### config.mk
export PLATFORM = sky130hd
export DESIGN_NAME = lcdseg_driver
export DESIGN_NICKNAME = d
export VERILOG_FILES = /design/src/rtl/lcdseg_pkg.sv /design/src/rtl/lcdseg_sync.sv /design/src/rtl/lcdseg_shift_half.sv /design/src/rtl/lcdseg_level_map.sv /design/src/rtl/lcdseg_driver.sv
export SDC_FILE = /design/constraint.sdc
export NUM_CORES = 1
export LEC_CHECK = 0
export BUFFER_PORTS_ARGS = -buffer_cell sky130_fd_sc_hd__buf_4
export CAP_MARGIN = 20
export CORE_UTILIZATION = 55
export CTS_BUF_LIST = sky130_fd_sc_hd__clkbuf_4
export DETAILED_ROUTE_END_ITERATION = 8
export PLACE_DENSITY = 0.77
export RECOVER_POWER = 25
export SETUP_SLACK_MARGIN = 0.5
export SLEW_MARGIN = 20
export SYNTH_ARGS = -nofsm -noshare
export SYNTH_HDL_FRONTEND = slang
export SYNTH_SLANG_ARGS = --single-unit
### constraint.sdc
create_clock -name clk -period 4.6 [get_ports clk]
set_clock_uncertainty 0.05 [all_clocks]
set_input_delay 0.46 -clock clk [delete_from_list [all_inputs] [get_ports clk]]
set_output_delay 0.46 -clock clk [all_outputs]
set_load 0.02 [all_outputs]
### src/rtl/lcdseg_pkg.sv
package lcdseg_pkg;

  // Two-bit drive level selector presented on each segment.
  typedef enum logic [1:0] {
    LVL_TOP   = 2'b00,
    LVL_UPMID = 2'b01,
    LVL_LOMID = 2'b10,
    LVL_BOT   = 2'b11
  } lvl_e;

  // Latched bit and polarity pick one of four levels.
  function automatic lvl_e pick_level(input logic seg_on, input logic pol);
    lvl_e lvl;
    unique case ({seg_on, pol})
      2'b11:   lvl = LVL_BOT;
      2'b10:   lvl = LVL_TOP;
      2'b01:   lvl = LVL_LOMID;
      default: lvl = LVL_UPMID;
    endcase
    return lvl;
  endfunction

endpackage

### src/rtl/lcdseg_sync.sv
module lcdseg_sync #(
  parameter int WIDTH  = 5,
  parameter int STAGES = 2
) (
  input  logic             clk,
  input  logic             rst_n,
  input  logic [WIDTH-1:0] d_i,
  output logic [WIDTH-1:0] q_o
);

  logic [WIDTH-1:0] stage_q [STAGES];

  generate
    for (genvar s = 0; s < STAGES; s++) begin : g_stage
      if (s == 0) begin : g_first
        always_ff @(posedge clk or negedge rst_n) begin
          if (!rst_n) stage_q[s] <= '0;
          else        stage_q[s] <= d_i;
        end
      end else begin : g_next
        always_ff @(posedge clk or negedge rst_n) begin
          if (!rst_n) stage_q[s] <= '0;
          else        stage_q[s] <= stage_q[s-1];
        end
      end
    end
  endgenerate

  assign q_o = stage_q[STAGES-1];

endmodule

### src/rtl/lcdseg_shift_half.sv
module lcdseg_shift_half #(
  parameter int HALF_W = 20
) (
  input  logic              clk,
  input  logic              rst_n,
  input  logic              step_i,
  input  logic              ser_i,
  output logic [HALF_W-1:0] bits_o,
  output logic              ser_o
);

  logic [HALF_W-1:0] bits_q;

  // Index 0 is the entry position of this section.
  always_ff @(posedge clk or negedge rst_n) begin
    if (!rst_n)      bits_q <= '0;
    else if (step_i) bits_q <= {bits_q[HALF_W-2:0], ser_i};
  end

  assign bits_o = bits_q;
  assign ser_o  = bits_q[HALF_W-1];

endmodule

### src/rtl/lcdseg_level_map.sv
module lcdseg_level_map
  import lcdseg_pkg::*;
#(
  parameter int SEG_N = 40
) (
  input  logic [SEG_N-1:0]   lat_i,
  input  logic               pol_i,
  output logic [2*SEG_N-1:0] lvl_o
);

  generate
    for (genvar n = 0; n < SEG_N; n++) begin : g_seg
      lvl_e lvl;
      assign lvl            = pick_level(lat_i[n], pol_i);
      assign lvl_o[2*n +: 2] = lvl;
    end
  endgenerate

endmodule

### src/rtl/lcdseg_driver.sv
module lcdseg_driver
  import lcdseg_pkg::*;
#(
  parameter int HALF_W      = 20,
  parameter int SYNC_STAGES = 2
) (
  input  logic                  clk,
  input  logic                  rst_n,
  input  logic                  sclk_i,
  input  logic                  din_a_i,
  input  logic                  din_b_i,
  input  logic                  load_i,
  input  logic                  pol_i,
  output logic                  dout_a_o,
  output logic                  dout_b_o,
  output logic [4*HALF_W-1:0]   seg_lvl_o
);

  localparam int NUM_HALVES = 2;
  localparam int SEG_N      = NUM_HALVES * HALF_W;
  localparam int SYNC_W     = 5;

  logic [SYNC_W-1:0] sync_in;
  logic [SYNC_W-1:0] sync_out;
  logic              sclk_s, din_a_s, din_b_s, load_s, pol_s;
  logic              sclk_prev_q;
  logic              fall_w;
  logic              ser_in_w  [NUM_HALVES];
  logic              ser_out_w [NUM_HALVES];
  logic [SEG_N-1:0]  shreg_w;
  logic [SEG_N-1:0]  latch_q;

  assign sync_in = {pol_i, load_i, din_b_i, din_a_i, sclk_i};

  lcdseg_sync #(
    .WIDTH  (SYNC_W),
    .STAGES (SYNC_STAGES)
  ) sync_i (
    .clk   (clk),
    .rst_n (rst_n),
    .d_i   (sync_in),
    .q_o   (sync_out)
  );

  assign {pol_s, load_s, din_b_s, din_a_s, sclk_s} = sync_out;

  // Falling-edge detect on the synchronized shift clock.
  always_ff @(posedge clk or negedge rst_n) begin
    if (!rst_n) sclk_prev_q <= 1'b0;
    else        sclk_prev_q <= sclk_s;
  end

  assign fall_w = sclk_prev_q & ~sclk_s;

  assign ser_in_w[0] = din_a_s;
  assign ser_in_w[1] = din_b_s;

  generate
    for (genvar h = 0; h < NUM_HALVES; h++) begin : g_half
      lcdseg_shift_half #(
        .HALF_W (HALF_W)
      ) half_i (
        .clk    (clk),
        .rst_n  (rst_n),
        .step_i (fall_w),
        .ser_i  (ser_in_w[h]),
        .bits_o (shreg_w[h*HALF_W +: HALF_W]),
        .ser_o  (ser_out_w[h])
      );
    end
  endgenerate

  assign dout_a_o = ser_out_w[0];
  assign dout_b_o = ser_out_w[1];

  // Level-sensitive latch modelled as a per-cycle enable.
  always_ff @(posedge clk or negedge rst_n) begin
    if (!rst_n)      latch_q <= '0;
    else if (load_s) latch_q <= shreg_w;
  end

  lcdseg_level_map #(
    .SEG_N (SEG_N)
  ) map_i (
    .lat_i (latch_q),
    .pol_i (pol_s),
    .lvl_o (seg_lvl_o)
  );

endmodule

Word level (Yosys, flattened, before mapping)
Index checks and enable logic that the tools add are counted.
{"block": "classes", "eq_ne": 120, "muxes": 40, "n_bitwise": 2}
{"operator": "case mux 2 bit (3 select lines)", "n": 40}
{"operator": "== test 2 bit (second input constant)", "n": 80}
{"operator": "== test 2 x 1 -> 1 bit (second input constant)", "n": 40}
{"operator": "bitwise AND 1 bit", "n": 1}
{"operator": "inverter 1 bit", "n": 1}
{"block": "totals", "out_inout_bits": 82, "input_bits": 7, "ff_bits": 91, "wordCells": 168}

Depth between registers and ports, before layout
{"block": "logic_depth", "ltp_word": 2, "depth_mapped": 4, "ltp_nobuf": 3}

Hierarchy
Synthesis repeated with hierarchy kept, for this count alone.
{"block": "unflattened", "hier_cells": 347, "hier_area_um2": 4878.4}
{"module": "lcdseg_shift_half", "area_each_um2": 830.8, "cells_per_inst": 43, "instances": 2}
{"module": "lcdseg_driver", "area_each_um2": 1527.7, "cells_per_inst": 86, "instances": 1}
{"module": "lcdseg_level_map", "area_each_um2": 1401.3, "cells_per_inst": 160, "instances": 1}
{"module": "lcdseg_sync", "area_each_um2": 287.8, "cells_per_inst": 15, "instances": 1}

Worst setup path after synthesis
Ideal clock, no wire load.
{"block": "synth_path", "path_kind": "register to output", "from": "register sync_i.stage_q (netlist bit sync_i.q_o[4])", "to": "output port seg_lvl_o[0]", "path_stages_with_launch": 2, "required_ps": 4090, "arrival_time_ps": 2169, "slack_ps": 1921, "n_path_buf": 0, "path_cell_list": "dfrtp_1 ha_1"}
{"block": "synth_between", "elab_chain_cells": 2, "word_cells_on_any_way": 4}
{"item": "start: declaration", "line_no": "lcdseg_sync.sv:11", "source": "logic [WIDTH-1:0] stage_q [STAGES];"}
{"item": "start signal: indexed assignment", "line_no": "lcdseg_sync.sv:23", "source": "else stage_q[s] <= stage_q[s-1];"}
{"item": "== test 2 x 1 -> 1 bit / == test 2 bit (equally long branches)", "line_no": "lcdseg_pkg.sv:14", "source": "unique case ({seg_on, pol})"}
{"item": "case mux 2 bit (3 select lines) (*)", "line_no": "lcdseg_pkg.sv:14"}
{"item": "end: declaration", "line_no": "lcdseg_driver.sv:16", "source": "output logic [4*HALF_W-1:0] seg_lvl_o"}
Every way passes the cells marked *; elsewhere a longest branch is shown, timed or not.

==> flow_metrics.env <==
export IMPL_placed_cells=564
export IMPL_hold_class="in2reg"
export IMPL_fin_nets=562
export IMPL_final_util_pct=69.2
export IMPL_cp_max_fo=52
export IMPL_ys_seq_area_share_pct=49.5
export IMPL_hp_start="load_i"
export IMPL_layout_cells_non_filler=582
export IMPL_critPathBufInv=3
export IMPL_timing_critical_path_to_type="asynchronous set/reset pin"
export IMPL_met1_usage_pct=22.2
export IMPL_drt_first_pass_iters=4
export IMPL_power_density_nw_per_um2=481
export IMPL_io_buffers=88
export IMPL_remaining_drc_errors=0
export IMPL_grt_pass1_vias=2770
export IMPL_grt_pass1_wl_mm=12.1
export IMPL_insertion_delay_ns=0.42
export IMPL_clockBufferDepth=2
export IMPL_crit_required_ns=5.01
export IMPL_rows=32
export IMPL_cts_sinks=91
export IMPL_postRouteAntennaNets=0
export IMPL_grt_busiest_layer="met2"
export IMPL_post_cts_resized=0
export IMPL_via_per_inst=4.92
export IMPL_num_vias=2865
export IMPL_gr_total_overflow=0
export IMPL_grt_use_met2_pct=30.8
export IMPL_finalHoldViolCount=0
export IMPL_die_area_sq_um=8730
export IMPL_grt_usage_pct=17.8
export IMPL_drtIter0Drc=113
export IMPL_p_leak_nw=2.86
export IMPL_fin_crit_sh_pct=61.8
export IMPL_gp_congestion=0.728
export IMPL_initial_core_util_pct=58.3
export IMPL_layout_common_cells="90 x dfrtp_1, 84 x buf_4, 80 x ha_1"
export IMPL_setup_tns_ns=0
export IMPL_rr_worst_depth=1
export IMPL_cp_start_kind="input port"
export IMPL_hold_end="sync_i.stage_q[8]$_DFF_PN0_"
export IMPL_setup_viol=0
export IMPL_final_common_cell="dfrtp_1"
export IMPL_dieWidth_microns=93.4
export IMPL_whs_path_depth=1
export IMPL_numCtsBuffers=9
export IMPL_clockRootBuffer="clkbuf_4"
export IMPL_yosysUniqueCellTypes=12
export IMPL_fillers=592
export IMPL_ios=89
export IMPL_met3_usage_pct=4.39
export IMPL_fin_crit_ns=2.84
export IMPL_slew_headroom_pct=-41.2
export IMPL_max_stage_delay_ns=1.48
export IMPL_synth_seq_cells=91
export IMPL_yosys_warnings=0
export IMPL_synth_nets=472
export IMPL_regToRegSetupSlack_ns=2.25
export IMPL_drive_gt1_share_pct=39.0
export IMPL_crit_path_top_delay_cell="clkbuf_1"
export IMPL_dp_hpwl_mm=4.94
export IMPL_cp_arrival_ns=3.26
export IMPL_crit_family="buffers and inverters"
export IMPL_worst_slack_ns=1.76
export IMPL_max_freq_mhz=352
export IMPL_dp_worst_setup_slack_ns=2.22
export IMPL_post_cts_setup_buffer_count=0
export IMPL_htree_levels=3
export IMPL_clk_transition_reported_paths_ns=0.14
export IMPL_final_max_slew_viol_count=122
export IMPL_synth_area_sq_um=4600
export IMPL_r2r_start="sync_i.q_o[3]$_DFF_PN0_"
export IMPL_hold_ws_ns=0.103
export IMPL_rr_endpoint="latch_q[18]$_DFFE_PN0P_"
export IMPL_syn_to_final_growth_pct=18.6
export IMPL_grt_setup_unrepaired="false"
export IMPL_grt_start_max_net_pins=81
export IMPL_core_sq_um=7890
export IMPL_drv_cap=2
export IMPL_irDropWorstVdd_v=0.000284
export IMPL_cts_tree="built"
export IMPL_avgSynthCellArea_sq_um=11.9
export IMPL_syn_inst=385
export IMPL_antenna_found_initial=0
export IMPL_worstPathCellList="dlygate4sd3_1, clkbuf_1, buf_4"
export IMPL_dieHeight_microns=93.4
export IMPL_routed_wl_mm=7.22
export IMPL_num_antenna_cells=0
export IMPL_outcome="complete, but fails checks"
export IMPL_violations="max-capacitance violations, max-slew violations"
export IMPL_tightest_slew_ns=2.12
export IMPL_worstSetupPathType="in2async"
export IMPL_post_drt_wl_per_cell_microns=12.4
## how the worst max path moves through the flow
stage	from	to	slack (ns)	depth (start not counted)
finish	rst_n	sync_i.q_o[4]$_DFF_PN0_	1.76	3
global route	rst_n	sync_i.q_o[4]$_DFF_PN0_	1.25	3
CTS	sync_i.q_o[4]$_DFF_PN0_	seg_lvl_o[78]	1.74	3
detailed placement	sync_i.q_o[4]$_DFF_PN0_	seg_lvl_o[78]	2.22	3
global placement	sync_i.q_o[4]$_DFF_PN0_	seg_lvl_o[21]	2.28	4
floorplan	sync_i.q_o[4]$_DFF_PN0_	seg_lvl_o[0]	1.92	1
## where the power goes
part	internal, W	switching (W)	total [W]
logic	0.000515	0.000561	0.00108
clock network	0.000121	0.000251	0.000372
registers	0.00102	0.000156	0.00117
## flip-flops by register name, summed over array words and instances (netlist names)
name and cells:
sync_i.q_o 5, latch_q 40, sync_i.stage_q 5, g_half.half_i.bits_o 40, sclk_prev_q 1
## stage by stage
step           instance area (sq um)  total power [W]
6_report                        5460          0.00262
5_1_grt                         5460          0.00281
4_1_cts                         5430          0.00265
3_5_place_dp                    5310          0.00228
3_3_place_gp                    5310          0.00224
2_1_floorplan                   4600          0.00188
## synthesized netlist by cell type (all sizes together)
cell	count	area share (%)
mux2	40	10
inv	40	3.3
buf	5	0.54
dfrtp	91	50
or2	40	5.4
nor2b	1	0.30
clkbuf	8	1.5
ha	80	22
o21ai	40	4.4
nand2	40	3.3
## final cells by class
class                   count  area (sq um)  area share, %
multi-input cells         241          2080           38.1
repair buffers             92           709           13.0
clock inverters             5          30.0          0.550
clock buffers              11          82.6           1.51
flip-flops and latches     91          2280           41.8
well taps                 102           128           2.34
inverters                  40           150           2.75
## timing repair
action                                  4_1_cts  5_1_grt
endpoints found under the setup margin        0        0
hold endpoints to repair                     39        0
hold buffers                                  1        0
## cell families after synthesis
kind of cell             count (synthesis)  share of synthesized area (%)
buffers and inverters                   53                           5.33
AO/OA/AOI/OAI                           40                           4.35
adder cells (fa/ha/maj)                 80                           21.8
AND/OR/NAND/NOR                         81                           9.00
flip-flops                              91                           49.5
multiplexers                            40                           10.0
## per-layer routing
layer  wire [microns]  part of all wire (%)  vias up
met5                0                     0        -
met3              342                   4.7        5
met1             3260                    45     1379
met4               60                  0.83        0
met2             3560                    49       63
li1                 -                     -     1418
No activity file was read; power rests on OpenSTA's default activity.
